## config.mk

```make
export PLATFORM = sky130hd
export DESIGN_NAME = adcrd_host
export DESIGN_NICKNAME = d
export VERILOG_FILES = /design/src/rtl/adcrd_pkg.sv /design/src/rtl/adcrd_sck_gen.sv /design/src/rtl/adcrd_shift.sv /design/src/rtl/adcrd_decode.sv /design/src/rtl/adcrd_host.sv
export SDC_FILE = /design/constraint.sdc
export NUM_CORES = 1
export LEC_CHECK = 0
export BUFFER_PORTS_ARGS = -buffer_cell sky130_fd_sc_hd__clkbuf_2
export CELL_PAD_IN_SITES_DETAIL_PLACEMENT = 0
export CELL_PAD_IN_SITES_GLOBAL_PLACEMENT = 2
export CORE_MARGIN = 2
export CORE_UTILIZATION = 30
export DETAILED_ROUTE_END_ITERATION = 8
export PLACE_DENSITY_LB_ADDON = 0.15
export SYNTH_ARGS = -nofsm -noshare
export SYNTH_HDL_FRONTEND = slang
export SYNTH_HIERARCHICAL = 1
export SYNTH_SLANG_ARGS = --single-unit
```

## constraint.sdc

```tcl
create_clock -name clk -period 2.65 [get_ports clk]
set_input_delay 0.1325 -clock clk [delete_from_list [all_inputs] [get_ports clk]]
set_output_delay 0.1325 -clock clk [all_outputs]
set_load 0.01 [all_outputs]
```

## src/rtl/adcrd_pkg.sv

```systemverilog
// Shared constants and types for the converter result reader.
// Assumes the result word layout: ready bit, always-low bit, sign bit,
// 24 result bits, then 5 bits below the result LSB.
package adcrd_pkg;
    localparam int WORD_W = 32;
    localparam int CFG_W  = 13;
    localparam int DATA_W = 24;
    localparam int SUB_W  = 5;

    typedef enum logic [2:0] {
        ST_IDLE,
        ST_SETUP,
        ST_POLL,
        ST_XFER,
        ST_DONE
    } rd_state_t;

    typedef struct packed {
        logic              frame_err;
        logic              sign;
        logic              over;
        logic              under;
        logic [DATA_W-1:0] data;
        logic [DATA_W:0]   value;
        logic [SUB_W-1:0]  sub;
    } rd_fields_t;
endpackage

```

## src/rtl/adcrd_sck_gen.sv

```systemverilog
// Serial clock generator. While run_i is high, it toggles sclk_o every
// HALF_DIV system cycles, starting from low. The rise/fall strobes mark
// the system cycle whose closing edge makes the clock rise or fall.
// Assumes HALF_DIV >= 1. Dropping run_i returns the clock to low at once.
module adcrd_sck_gen #(
    parameter int HALF_DIV = 8
) (
    input  logic clk,
    input  logic rst_n,
    input  logic run_i,
    output logic sclk_o,
    output logic rise_o,
    output logic fall_o
);
    localparam int PH_W = (HALF_DIV > 1) ? $clog2(HALF_DIV) : 1;

    logic [PH_W-1:0] ph_q;
    logic            ph_end;

    assign ph_end = (ph_q == PH_W'(HALF_DIV - 1));

    // Phase counter and clock level; held low and cleared when not running.
    always_ff @(posedge clk) begin
        if (!rst_n) begin
            ph_q   <= '0;
            sclk_o <= 1'b0;
        end else if (!run_i) begin
            ph_q   <= '0;
            sclk_o <= 1'b0;
        end else if (ph_end) begin
            ph_q   <= '0;
            sclk_o <= ~sclk_o;
        end else begin
            ph_q <= ph_q + 1'b1;
        end
    end

    // Edge strobes for the shift unit.
    assign rise_o = run_i & ph_end & ~sclk_o;
    assign fall_o = run_i & ph_end & sclk_o;
endmodule

```

## src/rtl/adcrd_shift.sv

```systemverilog
// Frame shifter. On load it takes the configuration word into the top of
// the outgoing register, padded with zeros, and clears the capture side.
// It shifts out on clock falls and captures the incoming line on clock
// rises, MSB first, counting captured bits up to W.
// Assumes W > CW.
module adcrd_shift
    import adcrd_pkg::*;
#(
    parameter int W  = WORD_W,
    parameter int CW = CFG_W
) (
    input  logic          clk,
    input  logic          rst_n,
    input  logic          load_i,
    input  logic [CW-1:0] cfg_i,
    input  logic          rise_i,
    input  logic          fall_i,
    input  logic          miso_i,
    output logic          mosi_o,
    output logic [W-1:0]  word_o,
    output logic          full_o
);
    localparam int CNT_W = $clog2(W + 1);
    localparam int PAD_W = W - CW;

    logic [W-1:0]     out_q;
    logic [W-1:0]     in_q;
    logic [CNT_W-1:0] cnt_q;

    // Outgoing/incoming shift registers and captured-bit count.
    always_ff @(posedge clk) begin
        if (!rst_n) begin
            out_q <= '0;
            in_q  <= '0;
            cnt_q <= '0;
        end else if (load_i) begin
            out_q <= {cfg_i, {PAD_W{1'b0}}};
            in_q  <= '0;
            cnt_q <= '0;
        end else begin
            if (rise_i && !full_o) begin
                in_q  <= {in_q[W-2:0], miso_i};
                cnt_q <= cnt_q + 1'b1;
            end
            if (fall_i) begin
                out_q <= {out_q[W-2:0], 1'b0};
            end
        end
    end

    assign mosi_o = out_q[W-1];
    assign word_o = in_q;
    assign full_o = (cnt_q == CNT_W'(W));

    // the clock generator never produces a rise once the word is complete.
    a_r5_no_extra_rise: assert property (@(posedge clk) disable iff (!rst_n)
        full_o |-> !rise_i)
        else $error("a_r5_no_extra_rise");
endmodule

```

## src/rtl/adcrd_decode.sv

```systemverilog
// Result-word decoder (combinational). It splits the captured word into
// status flags, the result field, a signed value and the sub-LSB bits.
// Assumes the offset-sign format: the sign bit is 1 for positive inputs, and
// the sign bit together with the result MSB marks the range limits.
module adcrd_decode
    import adcrd_pkg::*;
(
    input  logic [WORD_W-1:0] word_i,
    output rd_fields_t        fields_o
);
    localparam int RDY_B = WORD_W - 1;
    localparam int DMY_B = WORD_W - 2;
    localparam int SGN_B = WORD_W - 3;
    localparam int MSB_B = WORD_W - 4;

    // Field extraction and range/sign decode.
    always_comb begin
        fields_o.frame_err = word_i[RDY_B] | word_i[DMY_B];
        fields_o.sign      = word_i[SGN_B];
        fields_o.data      = word_i[MSB_B -: DATA_W];
        fields_o.over      = word_i[SGN_B] & word_i[MSB_B];
        fields_o.under     = ~(word_i[SGN_B] | word_i[MSB_B]);
        fields_o.value     = {~word_i[SGN_B], word_i[MSB_B -: DATA_W]};
        fields_o.sub       = word_i[SUB_W-1:0];
    end
endmodule

```

## src/rtl/adcrd_host.sv

```systemverilog
// Host-side converter result reader. On start it lowers chip select, waits
// SETUP_CYC cycles and then polls the data line for the ready level (low),
// giving up after POLL_MAX samples. It then runs a 32-clock frame that
// sends the configuration and captures the result, and registers the
// decoded fields with a one-cycle completion pulse.
// Assumes miso_i is synchronous to clk, which holds when the link timing
// is closed at board level.
module adcrd_host
    import adcrd_pkg::*;
#(
    parameter int HALF_DIV  = 8,
    parameter int SETUP_CYC = 13,
    parameter int POLL_MAX  = 100000
) (
    input  logic                     clk,
    input  logic                     rst_n,
    input  logic                     start_i,
    input  logic [CFG_W-1:0]         cfg_i,
    output logic                     ready_o,
    output logic                     csn_o,
    output logic                     sclk_o,
    output logic                     mosi_o,
    input  logic                     miso_i,
    output logic                     done_o,
    output logic                     tout_o,
    output logic                     frame_err_o,
    output logic                     sign_o,
    output logic                     over_o,
    output logic                     under_o,
    output logic [DATA_W-1:0]        data_o,
    output logic signed [DATA_W:0]   value_o,
    output logic [SUB_W-1:0]         sub_o
);
    localparam int TIM_MAX = (POLL_MAX > SETUP_CYC) ? POLL_MAX : SETUP_CYC;
    localparam int TIM_W   = $clog2(TIM_MAX + 1);

    rd_state_t         st_q;
    logic [TIM_W-1:0]  timer_q;
    logic              tout_q;
    rd_fields_t        fields_q;
    rd_fields_t        dec;
    logic [WORD_W-1:0] word;
    logic              load;
    logic              run;
    logic              rise;
    logic              fall;
    logic              full;

    assign load = (st_q == ST_IDLE) && start_i;
    assign run  = (st_q == ST_XFER);

    adcrd_sck_gen #(
        .HALF_DIV (HALF_DIV)
    ) u_sck (
        .clk    (clk),
        .rst_n  (rst_n),
        .run_i  (run),
        .sclk_o (sclk_o),
        .rise_o (rise),
        .fall_o (fall)
    );

    adcrd_shift #(
        .W  (WORD_W),
        .CW (CFG_W)
    ) u_shift (
        .clk    (clk),
        .rst_n  (rst_n),
        .load_i (load),
        .cfg_i  (cfg_i),
        .rise_i (rise),
        .fall_i (fall),
        .miso_i (miso_i),
        .mosi_o (mosi_o),
        .word_o (word),
        .full_o (full)
    );

    adcrd_decode u_dec (
        .word_i   (word),
        .fields_o (dec)
    );

    // Sequencer: setup delay, ready poll with timeout, frame, completion.
    always_ff @(posedge clk) begin
        if (!rst_n) begin
            st_q     <= ST_IDLE;
            timer_q  <= '0;
            tout_q   <= 1'b0;
            fields_q <= '0;
        end else begin
            tout_q <= 1'b0;
            case (st_q)
                ST_IDLE: begin
                    if (start_i) begin
                        st_q    <= ST_SETUP;
                        timer_q <= '0;
                    end
                end
                ST_SETUP: begin
                    if (timer_q == TIM_W'(SETUP_CYC - 1)) begin
                        st_q    <= ST_POLL;
                        timer_q <= '0;
                    end else begin
                        timer_q <= timer_q + 1'b1;
                    end
                end
                ST_POLL: begin
                    if (!miso_i) begin
                        st_q <= ST_XFER;
                    end else if (timer_q == TIM_W'(POLL_MAX - 1)) begin
                        st_q   <= ST_IDLE;
                        tout_q <= 1'b1;
                    end else begin
                        timer_q <= timer_q + 1'b1;
                    end
                end
                ST_XFER: begin
                    if (full && fall) begin
                        st_q     <= ST_DONE;
                        fields_q <= dec;
                    end
                end
                ST_DONE: st_q <= ST_IDLE;
                default: st_q <= ST_IDLE;
            endcase
        end
    end

    // Port mapping of state and held fields.
    assign ready_o     = (st_q == ST_IDLE);
    assign csn_o       = (st_q == ST_IDLE) || (st_q == ST_DONE);
    assign done_o      = (st_q == ST_DONE);
    assign tout_o      = tout_q;
    assign frame_err_o = fields_q.frame_err;
    assign sign_o      = fields_q.sign;
    assign over_o      = fields_q.over;
    assign under_o     = fields_q.under;
    assign data_o      = fields_q.data;
    assign value_o     = fields_q.value;
    assign sub_o       = fields_q.sub;

    // serial clock is low whenever chip select is high.
    a_r2_sck_low_idle: assert property (@(posedge clk) disable iff (!rst_n)
        csn_o |-> !sclk_o)
        else $error("a_r2_sck_low_idle");

    // no clock while waiting for the ready level.
    a_r3_no_clock_in_poll: assert property (@(posedge clk) disable iff (!rst_n)
        (st_q == ST_POLL) |-> !sclk_o)
        else $error("a_r3_no_clock_in_poll");

    // completion lasts one cycle.
    a_r8_done_single: assert property (@(posedge clk) disable iff (!rst_n)
        done_o |=> !done_o)
        else $error("a_r8_done_single");

    // completion is given with chip select released and clock low.
    a_r8_done_cs_high: assert property (@(posedge clk) disable iff (!rst_n)
        done_o |-> (csn_o && !sclk_o))
        else $error("a_r8_done_cs_high");

    // a timeout never coincides with completion and leaves the block idle.
    a_r4_tout_clean: assert property (@(posedge clk) disable iff (!rst_n)
        tout_o |-> (!done_o && ready_o))
        else $error("a_r4_tout_clean");
endmodule

```

==> flow_summary.yaml <==
clock_network:
  cts_sinks: 134
  cts.path.max_buffers: 2
  cts_setup_buffers: 0
  path_clk_slew_ns: 0.06
  clk_latency_ns: 0.42
  hold_buffers: 1
  cts_root_buf: "clkbuf_16"
  cts_max_level: 4
  cts_tree: "done"
  post_cts_resized: 0
  cts_buffers: 17
job:
  max-cap-violations: 0
cells_and_area:
  multiInputGateArea_mm2: 0.002615
  antenna_cells: 0
  final_area_mm2: 0.006789
  nFillCells: 2102
  nets: 741
  drive_above_1_share: 0.1948
  register_area_mm2: 0.002683
  fin_cells: 994
  areaGrowthSynthToFinish_pct: 14.50
routing:
  drc: 0
  drtAntennaViolNets: 0
  post_drt_wl_per_cell_um: 13.43
  vias: 4591
  drt_iter0_drc: 197
  routed_wirelength_mm: 13.35
  drtPass1Iterations: 4
  avgViaCountPerCell: 4.619
timing:
  worst_pin_slew_ns: 0.7315
  tns_ns: 0
  hold_viol: 0
  final.min_clock_period_ns: 2.189
  max_slew_margin: 0.5072
  setup_viol: 0
  finalMaxSlewViolations: 0
  fmax_mhz: 456.9
  period_share: 0.8260
  final.setup_skew_ns: 0.01147
  rsz0062_at_grt: "no"
die:
  dieArea_mm2: 0.02090
  num_rows: 51
  start_util: 0.3057
  coreArea_mm2: 0.01940
  die_w_um: 144.6
  pin_count: 81
  die_h_um: 144.6
yosys:
  syn-cell-area_mm2: 0.005929
  synth_warnings: 6
  synthFlopType: "dfxtp_1"
  yosysSeqAreaShare: 0.4524
  ys_async_sr_fraction: 0
  avgSynthCellArea_um2: 8.544
  ys_ff_latch: 134
  synth_fp_nets: 718
  synth-edff-count: 0
  netlist_instances: 694
  yosysUniqueCellTypes: 60
global_routing:
  antenna_found_initial: 0
  grt_pass1_wl_mm: 22.07
  grt_overflow_total: 0
  grt_start_max_net_pins: 60
  groute.usage.overall: 0.1350
  grt_pass1_vias: 4453
power_and_ir_drop:
  p_leak_nw: 2.484
  p_switching_mw: 1.058
  pwr-share-clk: 0.498
  combPwrFrac: 0.048
  seqPwrFrac: 0.454
  cell_internal_pwr_mw: 3.476
  p_per_area_mw_per_mm2: 667.9
  max-vdd-ir-drop_mv: 0.4245
  switching_share: 0.2333
placement:
  postPlaceCellArea_mm2: 0.006212
  dp.cells: 962
  dp.final_hpwl_mm: 8.939
  place_congestion: 0.8194
  port_buffers: 80
worst_setup_path:
  start_kind: "flop"
  crit_path_max_fanout: 8
  crit_arrival_ns: 2.51
  cp-end-kind: "flop"
  required_ns: 2.97
  criticalPathCategory: "reg -> reg"
hold_path:
  hold_path.class: "in -> reg"
outcome:
  status: "completed"
## cell usage after synthesis (2+ instances only)
cell	number	area (um^2)
a211oi_1	4	30.03
a21o_1	3	22.52
a21oi_1	68	340.3
a22o_1	3	26.28
a22oi_1	4	30.03
and2_1	16	100.1
and3_1	5	31.28
buf_12	3	60.06
buf_2	6	30.03
buf_4	55	412.9
clkbuf_1	28	105.1
dfxtp_1	134	2683
ha_1	7	87.58
inv_1	9	33.78
mux2i_1	46	460.4
nand2_1	180	675.7
nand2b_1	3	18.77
nand3_1	14	70.07
nand3b_1	2	15.01
nand4_1	8	50.05
nor2_1	16	60.06
nor2b_1	5	31.28
nor3_1	6	30.03
nor4_1	3	18.77
o21ai_0	22	110.1
o31ai_1	4	30.03
or3_1	5	31.28
xor2_1	3	26.28
## cells in the final DEF, fill, tap and decap left out, types with 4 or more instances in the layout
| cell | count |
|---|---|
| nor2_1 | 16 |
| nand4_1 | 8 |
| clkbuf_16 | 17 |
| mux2i_1 | 46 |
| nor2b_1 | 4 |
| a22oi_1 | 4 |
| a21oi_1 | 68 |
| inv_1 | 9 |
| nand3_1 | 13 |
| and2_1 | 16 |
| and3_1 | 5 |
| ha_1 | 7 |
| nand2_1 | 180 |
| dfxtp_1 | 134 |
| clkbuf_2 | 80 |
| or3_1 | 5 |
| a211oi_1 | 4 |
| nor3_1 | 5 |
| clkinvlp_4 | 5 |
| o21ai_0 | 22 |
| o31ai_1 | 4 |
| buf_4 | 14 |
## state kept, by name (all words and copies together), names as in the netlist, 3 cells and up
register,count
sub_o,5
u_shift/cnt_q,6
value_o,25
u_shift/word_o,32
data_o,24
timer_q,17
u_shift/out_q,13
st_q,3
u_sck/ph_q,3
## critical path: stages (launching register included)
cell	delay, ns
dfxtp_1	0.38
inv_1	0.08
ha_1	0.15
or4b_1	0.49
nor4_4	0.21
a21oi_2	0.11
buf_4	0.20
and2_4	0.16
a221o_1	0.30
## stage by stage
stage,power (mW),hold WS (ns),setup slack [ns],utilization
detailed placement,2.321,0.3972,0.4766,0.3202
global placement,2.316,0.3871,0.4297,0.3202
floorplan,2.240,0.2542,0.4308,-
global route,4.721,0.02520,0.2110,0.3500
finish,4.534,0.01757,0.4611,0.3500
CTS,4.613,0.0002265,0.4677,0.3500
## routing by layer
layer  part of all wire  vias up  global-route usage
met5                  0        -                   0
met1               0.49     2136              0.1751
met2               0.44       94              0.2085
met4              0.021        0             0.06285
met3              0.044       16             0.03675
li1                   -     2345                   -
## final cells by class
cell class / instances / share of cell area
Clock buffer: 20 / 0.06874
Clock inverter: 11 / 0.01474
Inverter: 10 / 0.005529
Multi-Input combinational cell: 457 / 0.3852
Sequential cell: 134 / 0.3951
Tap cell: 265 / 0.04884
Timing Repair Buffer: 97 / 0.08183
## cells by family (layout without fill, tap and decap cells)
family,count (synthesis),after routing,share of synthesized area
compound gates,125,125,0.1251
xor+xnor,3,3,0.004432
fa+ha+maj,7,7,0.01477
buf+inv,103,138,0.1108
flops,134,134,0.4524
mux,46,46,0.07765
simple gates,276,276,0.2148
## power by group through the flow
| stage | logic [mW] | clock network, mW | registers (mW) |
|---|---|---|---|
| after global placement | 0.216 | 0 | 2.10 |
| after global routing | 0.244 | 2.42 | 2.06 |
| after CTS | 0.221 | 2.33 | 2.06 |
| final | 0.218 | 2.26 | 2.06 |
| after floorplan | 0.149 | 0 | 2.09 |
| after detailed placement | 0.219 | 0 | 2.10 |
## worst paths after layout
path	depth (start not counted)	startpoint	slack, ns	to
worst max-delay path	8	timer_q[0]	0.46	timer_q[8]
worst min-delay path	4	cfg_i[9]	0.02	u_shift/out_q[28]
worst max register to register	8	timer_q[0]	0.46	timer_q[8]
worst min register to register	2	u_shift/word_o[2]	0.44	sub_o[2]
Note: power is estimated with default switching activity, not from simulation.
